[config.mk]
export PLATFORM = sky130hd
export DESIGN_NAME = ctrl_frame_gen
export DESIGN_NICKNAME = d
export VERILOG_FILES = /design/src/rtl/ctrl_frame_gen.sv
export SDC_FILE = /design/constraint.sdc
export NUM_CORES = 1
export LEC_CHECK = 0
export BUFFER_PORTS_ARGS = -buffer_cell sky130_fd_sc_hd__buf_4
export CAP_MARGIN = 30
export CORE_MARGIN = 1.5
export CORE_UTILIZATION = 40
export CTS_CLUSTER_SIZE = 24
export DETAILED_ROUTE_END_ITERATION = 12
export SYNTH_ARGS = -nofsm -noshare
export SYNTH_HDL_FRONTEND = slang
export SYNTH_SLANG_ARGS = --single-unit
[constraint.sdc]
create_clock -name clk -period 2.2 [get_ports clk]
set_input_delay 0.11 -clock clk [delete_from_list [all_inputs] [get_ports clk]]
set_output_delay 0.11 -clock clk [all_outputs]
set_load 0.02 [all_outputs]
[src/rtl/ctrl_frame_gen.sv]
module ctrl_frame_gen #(
  parameter int FRAME_BITS = 32,
  parameter int MISS_LIMIT = 3
) (
  input  logic                  clk,
  input  logic                  rst_n,
  input  logic                  pwr_down,
  input  logic                  sync_pulse,
  input  logic                  sync_valid,
  input  logic [FRAME_BITS-1:0] ctl_word,
  input  logic                  ctl_load,
  output logic                  ser_out,
  output logic                  ser_oe,
  output logic                  locked
);
  localparam int CW = $clog2(FRAME_BITS);
  localparam int MW = $clog2(MISS_LIMIT + 1);

  logic [CW-1:0]         cnt;
  logic [FRAME_BITS-1:0] shreg, pend;
  logic                  pend_vld, lock_q, ever_q;
  logic [MW-1:0]         miss;

  wire vpulse   = sync_pulse & sync_valid;
  wire at_end   = cnt == CW'(FRAME_BITS - 1);
  wire reload   = vpulse & ~lock_q & ~at_end;
  wire boundary = at_end | reload;
  wire [FRAME_BITS-1:0] next_word = ctl_load ? ctl_word : (pend_vld ? pend : '0);

  assign ser_oe  = ever_q & ~pwr_down;
  assign ser_out = ser_oe & shreg[FRAME_BITS-1];
  assign locked  = lock_q;

  always_ff @(posedge clk or negedge rst_n) begin
    if (!rst_n) begin
      pend     <= '0;
      pend_vld <= 1'b0;
    end else if (ctl_load && !boundary) begin
      pend     <= ctl_word;
      pend_vld <= 1'b1;
    end else if (boundary && !pwr_down) begin
      pend_vld <= 1'b0;
    end
  end

  always_ff @(posedge clk or negedge rst_n) begin
    if (!rst_n) begin
      cnt    <= '0;
      shreg  <= '0;
      lock_q <= 1'b0;
      ever_q <= 1'b0;
      miss   <= '0;
    end else if (pwr_down) begin
      cnt    <= '0;
      shreg  <= '0;
      lock_q <= 1'b0;
      ever_q <= 1'b0;
      miss   <= '0;
    end else begin
      cnt   <= boundary ? '0 : cnt + 1'b1;
      shreg <= boundary ? next_word : {shreg[FRAME_BITS-2:0], 1'b0};
      if (at_end) begin
        if (vpulse) begin
          lock_q <= 1'b1;
          ever_q <= 1'b1;
          miss   <= '0;
        end else if (lock_q) begin
          if (miss == MW'(MISS_LIMIT - 1)) begin
            lock_q <= 1'b0;
            miss   <= '0;
          end else begin
            miss <= miss + 1'b1;
          end
        end
      end
    end
  end


  quiet_when_off_chk: assert property (@(posedge clk) disable iff (!rst_n)
    !ser_oe |-> !ser_out);


  pd_clears_lock_chk: assert property (@(posedge clk) disable iff (!rst_n)
    pwr_down |=> !locked);


  lock_enables_chk: assert property (@(posedge clk) disable iff (!rst_n)
    locked && !pwr_down |-> ser_oe);


  unlocked_reload_chk: assert property (@(posedge clk) disable iff (!rst_n)
    sync_pulse && sync_valid && !locked && !pwr_down |=> cnt == '0);


  locked_ignore_chk: assert property (@(posedge clk) disable iff (!rst_n)
    locked && sync_pulse && sync_valid && !at_end && !pwr_down |=> locked);


  drop_on_boundary_chk: assert property (@(posedge clk) disable iff (!rst_n)
    $fell(locked) && !$past(pwr_down) |-> cnt == '0);


  gain_on_boundary_chk: assert property (@(posedge clk) disable iff (!rst_n)
    $rose(locked) |-> cnt == '0);
endmodule

* After elaboration in Yosys (flattened, before gate mapping)
Cells that the tools add are included.
** Storage, ports and cells
- Register bits :: 74
- Input port bits :: 38
- Output and inout bits :: 3
- Logic and storage cells :: 51
** Operators by class
- Add/sub/neg operators :: 2
- Equal/unequal tests :: 2
- Multiplexer cells :: 21
- Bitwise operators :: 9
- Reduce and logical (&&, ||, !) cells :: 10
** Operators with widths (number)
- 2-to-1 mux 32 bit :: 4
- 2-to-1 mux 1 bit :: 10
- 2-to-1 mux 2 bit :: 5
- 2-to-1 mux 5 bit :: 2
- nonzero test 2 bit :: 3
- adder 5 x 1 -> 5 bit (second input constant) :: 1
- bitwise AND 1 bit :: 5
- equality test 5 bit (second input constant) :: 1
- AND reduction 2 bit :: 2
- inverter 1 bit :: 3
- nonzero test 3 bit :: 1
- adder 2 x 1 -> 2 bit (second input constant) :: 1
- equality test 2 bit (second input constant) :: 1
- logical AND 1 bit :: 2
- zero test 1 bit :: 2
- OR 1 bit :: 1

* Depth between registers and ports, before layout
Gate-level depths: netlist of run 1.
- Word-level depth :: 7
- Gate-level depth with buffers :: 8
- Mapped depth without buffers :: 6

* Worst setup path after synthesis of run 1
OpenSTA, ideal clock, no wires.
- Path type :: register to register
- From :: register cnt[0]
- To :: register pend[0]
- Setup time :: 0.125 ns
- Arrival :: 1.763 ns
- Setup slack :: 0.312 ns
- Cell stages (with the launch flop) :: 9
- Path buffers :: 2
- Period minus slack after synthesis :: 1.888 ns
- Cell sequence :: dfrtp_1 -> ha_1 -> and3_1 -> ha_1 -> buf_4 -> nor2b_4 -> nand2_2 -> buf_6 -> mux2_4
** Between the ends
- Longest elaborated chain between the ends :: 6
** Ends and longest elaborated chain
- from (decl) :: RTL line 19 : logic [CW-1:0] cnt;
- from (signal assigned) :: RTL line 60 : cnt <= boundary ? '0 : cnt + 1'b1;
- equality test 5 bit (*) :: RTL line 25 : wire at_end = cnt == CW'(FRAME_BITS - 1);
- inverter 1 bit :: RTL line 26 : wire reload = vpulse & ~lock_q & ~at_end;
- bitwise AND 1 bit :: RTL line 26
- OR 1 bit (*) :: RTL line 27 : wire boundary = at_end | reload;
- zero test 1 bit (*) :: RTL line 38 : end else if (ctl_load && !boundary) begin
- logical AND 1 bit (*) :: RTL line 38
- to (signal assigned) :: RTL line 39 : pend <= ctl_word;
- to (decl) :: RTL line 20 : logic [FRAME_BITS-1:0] shreg, pend;
Every way passes the cells marked *; elsewhere a longest branch is shown, timed or not.
A chain may end at the register's enable or synchronous reset.

* Worst setup path in the final report of run 1
- From :: register cnt[0]
- To :: register pend[10]
Same word-level chain as after synthesis.

==> results of run 1 <==
==> registers in the layout, summed over array words and instances, names as in the netlist <==
register / cells
locked: 1
miss: 2
cnt: 5
shreg: 32
pend_vld: 1
ever_q: 1
pend: 32
==> logic make-up (layout without fill, tap and decap cells) <==
family,count (synthesis),count (layout),synth area share (%)
buffers and inverters,18,86,3.912
AOI/OAI and AO/OA,72,72,17.91
DFF,74,74,56.77
adders and majority gates,2,2,0.7670
xor gates and xnor gates,2,2,0.5371
muxes,32,32,14.50
and+or+nand+nor,27,27,5.601
==> through the flow <==
stage | setup slack, ns | instance area, um2
floorplan | 0.3116 | 3262
global placement | 0.3346 | 3638
detailed placement | 0.2933 | 3638
CTS | 0.2770 | 4074
global route | 0.1612 | 4074
finish | 0.2869 | 4074
==> cell type report <==
class,count,share of cell area [%]
flip-flops and latches,74,45.45
multi-input cells,135,31.54
repair buffers,69,14.74
well taps,102,3.133
clock buffers,9,3.041
clock inverters,7,1.996
inverters,1,0.09214
==> power breakdown <==
group          switching (mW)  total [mW]  internal (mW)
clock network           0.549        1.09          0.542
registers              0.0568        1.53           1.47
logic                   0.176       0.426          0.250
==> repair_timing <==
action	in CTS	in global routing
resized for setup	0	0
endpoints found under the hold margin	99	0
hold buffers	23	0
==> critical path, cell delays in order, from the launching register on <==
cell,delay [ns]
dfrtp_1,0.40
ha_1,0.23
and3_1,0.19
ha_1,0.22
nor2b_4,0.13
nand2_2,0.06
buf_4,0.24
mux2_4,0.33
==> synth_stat cells, drive strengths merged (3+ instances only) <==
cell / count
a22oi: 31
nand2: 3
a21oi: 5
clkbuf: 3
dfrtp: 74
o2bb2ai: 31
mux2: 32
buf: 14
nor2: 5
and2: 3
o21ai: 3
==> path summary, 6_finish.rpt <==
path                       endpoint  slack, ns
max                        pend[10]       0.29
min                        pend[31]       0.01
max reg2reg                pend[10]       0.29
min reg2reg                  cnt[0]       0.46
max in group asynchronous  shreg[2]       1.19
min in group asynchronous   miss[0]       0.44
==> routing by layer <==
metal / up-vias / track usage, %
li1: 981 / -
met1: 1030 / 24.10
met2: 33 / 22.52
met3: 7 / 3.089
met4: 0 / 6.061
met5: - / 0
==> impl_metrics.ini, run 1 <==
[placement]
placedCellCount = 358
hpwl_um = 3538
gp_congestion = 0.6747
port_buffers = 40

[sta]
timing_hold_violations_final = 0
slew_violations = 0
worst_slew_pin_slew_ns = 0.9011
skew_ns = 0.008308
setup_viol = 0
rsz0062_at_grt = no
relSlewSlack_pct = 39.92
max_clock_freq_mhz = 522.7
period_share_pct = 86.96
holdWs_ns = 0.01214
finalSetupTns_ns = 0
fin_crit_ns = 1.913

[synth]
synthCells = 227
synth_edf_count = 0
synth.avg_cell_area_um2 = 14.37
yosysWarnings = 0
synth_top_area_share_pct = 56.77
ys_ff_latch = 74
synth_nets = 267
synth_area_leaders = dfrtp_1, mux2_4, o2bb2ai_1
synth_top_area_cell = dfrtp_1
async_flop_share_pct = 100.0
synth_ff_type = dfrtp_1
yosysSeqAreaShare_pct = 56.77
syn_area_um2 = 3262
ys_types = 34

[setup_path]
path_max_fanout = 18
worstPathArrival_ns = 2.15
worstSetupStartpointType = flip-flop
r2r_cells = 7
crit_path_start = cnt[0]
crit_type = flip-flop to flip-flop
cp.required_ns = 2.43
critPathCaptureType = flip-flop
r2r-start = cnt[0]

[job]
maxCapViolations = 0

[detailed_routing]
route.met2.wl_um = 2855
drc = 0
via_per_inst = 5.166
top_layer = met4
drtIter0Drc = 86
dr.pass1.iters = 4
routed-wl-met3_um = 191
postRouteAntennaNets = 0
drt_wl_total_um = 6135
wire_per_inst_um = 15.45
num_vias = 2051
drt-met1-wl_um = 3004

[cts]
cts_tree = yes
clock-sinks = 74
clock_latency_ns = 0.34
clk_pin_slew_worst_paths_ns = 0.08
root_buffer = clkbuf_8
max-clock-path-buffers = 2
post_cts_buffers = 0
cts-buffers-inserted = 9
htreeDepth = 3

[pwr]
power_density_nw_per_um2 = 747.5
ir_drop_v = 0.0003629
total_power_mw = 3.045
p_leak_nw = 1.884

[cells_and_area]
finish.utilization_pct = 52.18
stdcell_count = 397
register_area_um2 = 1852
area_growth_pct = 24.89
n_antenna_cell = 0
nets = 330
final_cell_mix = dfrtp_1, buf_4, a22oi_1
multi_input_area_um2 = 1285
layout-drive-gt1-share_pct = 34.24
layout_commonest_cell = dfrtp_1
n_fill_cell = 675

[global_route]
antenna_found_initial = 0
grt.total_usage_pct = 15.97
grt_overflow_total = 0
grt_pass1_vias = 2104
grt_start_max_net_pins = 75
grt_pass1_wl_um = 10740

[floorplanning]
die_h_um = 93.31
coreArea_um2 = 7807
io_pins = 41
dieArea_um2 = 8706
dieWidth_um = 93.31
start_util_pct = 41.78
rows = 32

[hold_path]
hp-start = ctl_word[31]
hp-class = input port to flip-flop
whs_path_depth = 2

[outcome]
run_status = finished clean
Power figures use the tool's default switching activity.
==> run 2: changes to the inputs <==
--- a/config.mk
+++ b/config.mk
@@ -11,6 +11,8 @@
 export CORE_UTILIZATION = 40
 export CTS_CLUSTER_SIZE = 24
 export DETAILED_ROUTE_END_ITERATION = 12
+export RECOVER_POWER = 50
+export SLEW_MARGIN = 20
 export SYNTH_ARGS = -nofsm -noshare
 export SYNTH_HDL_FRONTEND = slang
 export SYNTH_SLANG_ARGS = --single-unit
==> run 2 against run 1 <==
- hold slack hardly changed
- die area unchanged
- critical endpoint unchanged
- setup slack about the same
- routed wire length grew 0.64%
- sequential power hardly changed
- total power grew 0.15%
- critical path depth unchanged
- sequential share of layout area did not move
==> impl_metrics.ini, run 2 (synthesized netlist as in run 1, its figures left out) <==
[outcome]
run_status = finished clean

[detailed_routing]
drc = 0
drtIter0Drc = 93
wire_per_inst_um = 15.51
num_vias = 2048
drt_wl_total_um = 6174
via_per_inst = 5.146
dr.pass1.iters = 4
postRouteAntennaNets = 0

[global_route]
grt_pass1_wl_um = 10740
grt.total_usage_pct = 15.97
grt_pass1_vias = 2104
grt_overflow_total = 0
antenna_found_initial = 0
grt_start_max_net_pins = 75

[floorplanning]
io_pins = 41
dieWidth_um = 93.31
dieArea_um2 = 8706
coreArea_um2 = 7807
start_util_pct = 41.78
die_h_um = 93.31
rows = 32

[cells_and_area]
layout-drive-gt1-share_pct = 33.78
n_fill_cell = 678
nets = 331
n_antenna_cell = 0
top_regs = pend x32, shreg x32, cnt x5
register_area_um2 = 1852
area_growth_pct = 24.89
layout_commonest_cell = dfrtp_1
final_cell_mix = dfrtp_1, buf_4, a22oi_1
multi_input_area_um2 = 1285
finish.utilization_pct = 52.18

[cts]
cts_tree = yes
clock-sinks = 74
postCtsResizedCells = 0
clk_pin_slew_worst_paths_ns = 0.08
clock_latency_ns = 0.34
cts-buffers-inserted = 9
max-clock-path-buffers = 2
root_buffer = clkbuf_8
htreeDepth = 3

[setup_path]
critPathCaptureType = flip-flop
crit_type = flip-flop to flip-flop
path_max_fanout = 18
worstSetupStartpointType = flip-flop
cp.required_ns = 2.43
worstPathArrival_ns = 2.15

[placement]
port_buffers = 40
gp_congestion = 0.6747
place_ws_ns = 0.2933
hpwl_um = 3538

[sta]
skew_ns = 0.008224
timing_hold_violations_final = 0
setup_viol = 0
rsz0062_at_grt = no
finalSetupTns_ns = 0
fin_crit_ns = 1.914
max_clock_freq_mhz = 522.6
fin_ws_ns = 0.2864
period_share_pct = 86.98
slew_violations = 0
worst_slew_pin_slew_ns = 0.7976
relSlewSlack_pct = 46.83

[hold_path]
hp-class = input port to flip-flop

[pwr]
p_leak_nw = 1.880
total_power_mw = 3.050
ir_drop_v = 0.0003645
power_density_nw_per_um2 = 748.6

[job]
maxCapViolations = 0
run 2: cell count changes in the layout (fill, tap and decap cells not counted):
cell,previous run,this run
clkbuf_4,0,1
buf_4,44,42
clkbuf_1,0,2
run 2: cell type report:
cell class | count | area share [%]
inverter | 1 | 0.09214
timing repair buffer | 70 | 14.74
clock buffer | 9 | 3.041
sequential | 74 | 45.45
multi-input combinational | 135 | 31.54
clock inverter | 7 | 1.996
tap | 102 | 3.133
run 2: through the flow:
step                      instances  instance area, um2  hold WS [ns]
after floorplan                 227                3262       -0.1856
after global placement          358                3638        0.3097
after detailed placement        358                3638        0.3104
after CTS                       397                4074     0.0001418
after global routing            398                4074      0.001219
final                           398                4074       0.01192
run 2: critical path: stages, from the launching register on:
cell and delay [ns]:
dfrtp_1 0.40, ha_1 0.23, and3_1 0.19, ha_1 0.22, nor2b_4 0.13, nand2_2 0.06, buf_4 0.24, mux2_4 0.33
run 2: timing repair:
action,4_1_cts,5_1_grt
setup endpoints to repair,0,0
setup buffers,0,0
endpoints found under the hold margin,99,0
hold buffers,23,0
run 2: final timing paths:
kind,startpoint,endpoint,slack (ns),cells after the start
worst max-delay path,cnt[0],pend[10],0.29,7
worst min-delay path,ctl_word[31],pend[31],0.01,2
worst max register to register,cnt[0],pend[10],0.29,7
worst min register to register,shreg[21],shreg[22],0.46,1
max in group asynchronous,rst_n,pend[20],0.53,3
min in group asynchronous,rst_n,miss[0],0.35,2
run 2: power breakdown:
| group | internal (mW) | switching, mW | total [mW] |
|---|---|---|---|
| registers | 1.47 | 0.0569 | 1.53 |
| clock network | 0.542 | 0.553 | 1.10 |
| logic | 0.250 | 0.176 | 0.427 |
| total | 2.26 | 0.786 | 3.05 |
run 2: metal layers:
layer / wire length, um / share of wire, % / track usage [%] / vias up
met3: 192 / 3.1 / 3.089 / 7
met2: 2810 / 46 / 22.52 / 30
met4: 84 / 1.4 / 6.061 / 0
li1: - / - / - / 982
met1: 3087 / 50 / 24.10 / 1029
met5: 0 / 0 / 0 / -
==> run 3: changes to the inputs <==
--- a/config.mk
+++ b/config.mk
@@ -7,6 +7,7 @@
 export LEC_CHECK = 0
 export BUFFER_PORTS_ARGS = -buffer_cell sky130_fd_sc_hd__buf_4
 export CAP_MARGIN = 30
+export CORE_ASPECT_RATIO = 0.9
 export CORE_MARGIN = 1.5
 export CORE_UTILIZATION = 40
 export CTS_CLUSTER_SIZE = 24
==> run 3 against run 2 <==
- via count grew 4.9%
- setup slack gained 0.0037 ns
- critical endpoint is now shreg[6]
- global-route usage grew 0.98 points
- largest power group unchanged
- routed wire length grew 6.3%
==> impl_metrics.ini, run 3 (synthesized netlist as in run 1, its figures left out) <==
[setup_path]
r2r-start = cnt[0]
reg2reg_to = shreg[6]
r2r_cells = 7
path_max_fanout = 33
reg2reg_slack_ns = 0.29
max_stage_delay_ns = 0.40
cpMaxStageDelayCell = dfrtp_1
crit_top_cell = ha_1
cp.required_ns = 2.46
critical_path_depth = 7
critPathCaptureType = flip-flop
worstPathArrival_ns = 2.17
crit_buf_inv = 2
crit_type = flip-flop to flip-flop
path_delay_family = adder cells
worstSetupStartpointType = flip-flop
path_cells = ha_1, and3_1, ha_1, buf_4, nor3_4, buf_12, o2bb2ai_1

[outcome]
run_status = finished clean

[hold_path]
min_delay_worst_endpoint = pend[0]
hp-start = ctl_word[0]
whs_path_depth = 2
hp-class = input port to flip-flop

[placement]
hpwl_um = 3812
placedCellCount = 357
place_ws_ns = 0.2795
gp_congestion = 0.7494
port_buffers = 40

[pwr]
ir_drop_v = 0.0003498
clockPowerShare_pct = 39.8
power.switching_mw = 0.7403
seqPwrFrac_pct = 46.5
sw_frac_of_total_pct = 22.50
intPower_mw = 2.550
power_density_nw_per_um2 = 776.5
power_frac_comb_pct = 13.8
p_leak_nw = 1.963

[floorplanning]
rows = 31
dieWidth_um = 98.19
start_util_pct = 40.82
coreArea_um2 = 7990
io_pins = 41
die_h_um = 88.67
dieArea_um2 = 8707

[global_route]
grt.total_usage_pct = 16.95
grt_pass1_wl_um = 11200
antenna_found_initial = 0
grt_use_met1_pct = 23.88
grt_start_max_net_pins = 45
grt_pass1_vias = 2215
use_met3_pct = 5.687
grt_overflow_total = 0
gr-usage-met2_pct = 25.33
top_usage_layer = met2

[detailed_routing]
num_vias = 2148
drc = 0
wire_per_inst_um = 16.17
dr.pass1.iters = 4
drtIter0Drc = 145
postRouteAntennaNets = 0
via_per_inst = 5.291
drt_wl_total_um = 6563

[sta]
worst_slew_pin_slew_ns = 0.8131
slew_violations = 0
fin_ws_ns = 0.2901
max_clock_freq_mhz = 523.6
timing_hold_violations_final = 0
setup_viol = 0
relSlewSlack_pct = 45.79
fin_crit_ns = 1.910
skew_ns = 0.01058
rsz0062_at_grt = no
finalSetupTns_ns = 0
period_share_pct = 86.81

[cts]
htreeDepth = 3
root_buffer = clkbuf_8
clock_latency_ns = 0.35
clock-sinks = 74
cts-hold-fix-buffers = 33
clk_pin_slew_worst_paths_ns = 0.08
max-clock-path-buffers = 2
cts_tree = yes
postCtsResizedCells = 0
post_cts_buffers = 0
cts-buffers-inserted = 9

[cells_and_area]
layout-drive-gt1-share_pct = 33.22
top_regs = pend x32, shreg x32, cnt x5
stdcell_count = 406
area_growth_pct = 29.92
n_antenna_cell = 0
layout_commonest_cell = dfrtp_1
nets = 342
n_fill_cell = 681
final_cell_mix = dfrtp_1, buf_4, dlygate4sd3_1

[job]
maxCapViolations = 0
## run 3: changes by cell type in the layout (fill, tap and decap cells not counted), sizes merged
cell / previous run / this run
clkbuf: 12 / 13
bufinv: 1 / 3
buf: 44 / 46
clkinv: 1 / 2
dlygate4sd3: 23 / 33
inv: 5 / 1
clkinvlp: 1 / 0
## run 3: worst max path at each step
| stage | from | to | slack, ns |
|---|---|---|---|
| 4_1_cts | cnt[0] | shreg[5] | 0.27 |
| 5_1_grt | cnt[0] | shreg[6] | 0.19 |
| 2_1_floorplan | cnt[0] | pend[0] | 0.31 |
| 3_3_place_gp | cnt[0] | shreg[5] | 0.33 |
| 6_report | cnt[0] | shreg[6] | 0.29 |
| 3_5_place_dp | cnt[0] | shreg[5] | 0.28 |
## run 3: layer usage
layer | part of all wire [%] | routed length, um
met1 | 50 | 3312
met5 | 0 | 0
met2 | 45 | 2931
met3 | 3.7 | 242
met4 | 1.2 | 76
## run 3: power by group through the flow
stage / combinational (mW) / sequential, mW / clock (mW)
finish: 0.453 / 1.53 / 1.31
global route: 0.498 / 1.54 / 1.41
CTS: 0.459 / 1.53 / 1.34
detailed placement: 0.412 / 1.55 / 0
global placement: 0.403 / 1.55 / 0
floorplan: 0.274 / 1.54 / 0
## run 3: per-stage QoR
| stage | hold WS (ns) | util, % | power [mW] | instance area [um2] |
|---|---|---|---|---|
| after detailed placement | 0.07532 | 45.83 | 1.963 | 3662 |
| final | 0.03197 | 53.04 | 3.291 | 4238 |
| after floorplan | -0.1856 | - | 1.811 | 3262 |
| after global routing | 0.01987 | 53.04 | 3.446 | 4238 |
| after CTS | 0.01498 | 53.12 | 3.331 | 4244 |
| after global placement | 0.07948 | 45.83 | 1.955 | 3662 |
## run 3: area by class of cell
cell class	instances	area (um2)	share of cell area (%)
clock inverter	5	100.1	2.362
tap	99	123.9	2.923
inverter	1	3.754	0.08857
clock buffer	11	151.4	3.572
timing repair buffer	81	721.9	17.04
multi-input combinational	135	1285	30.32
sequential	74	1852	43.70
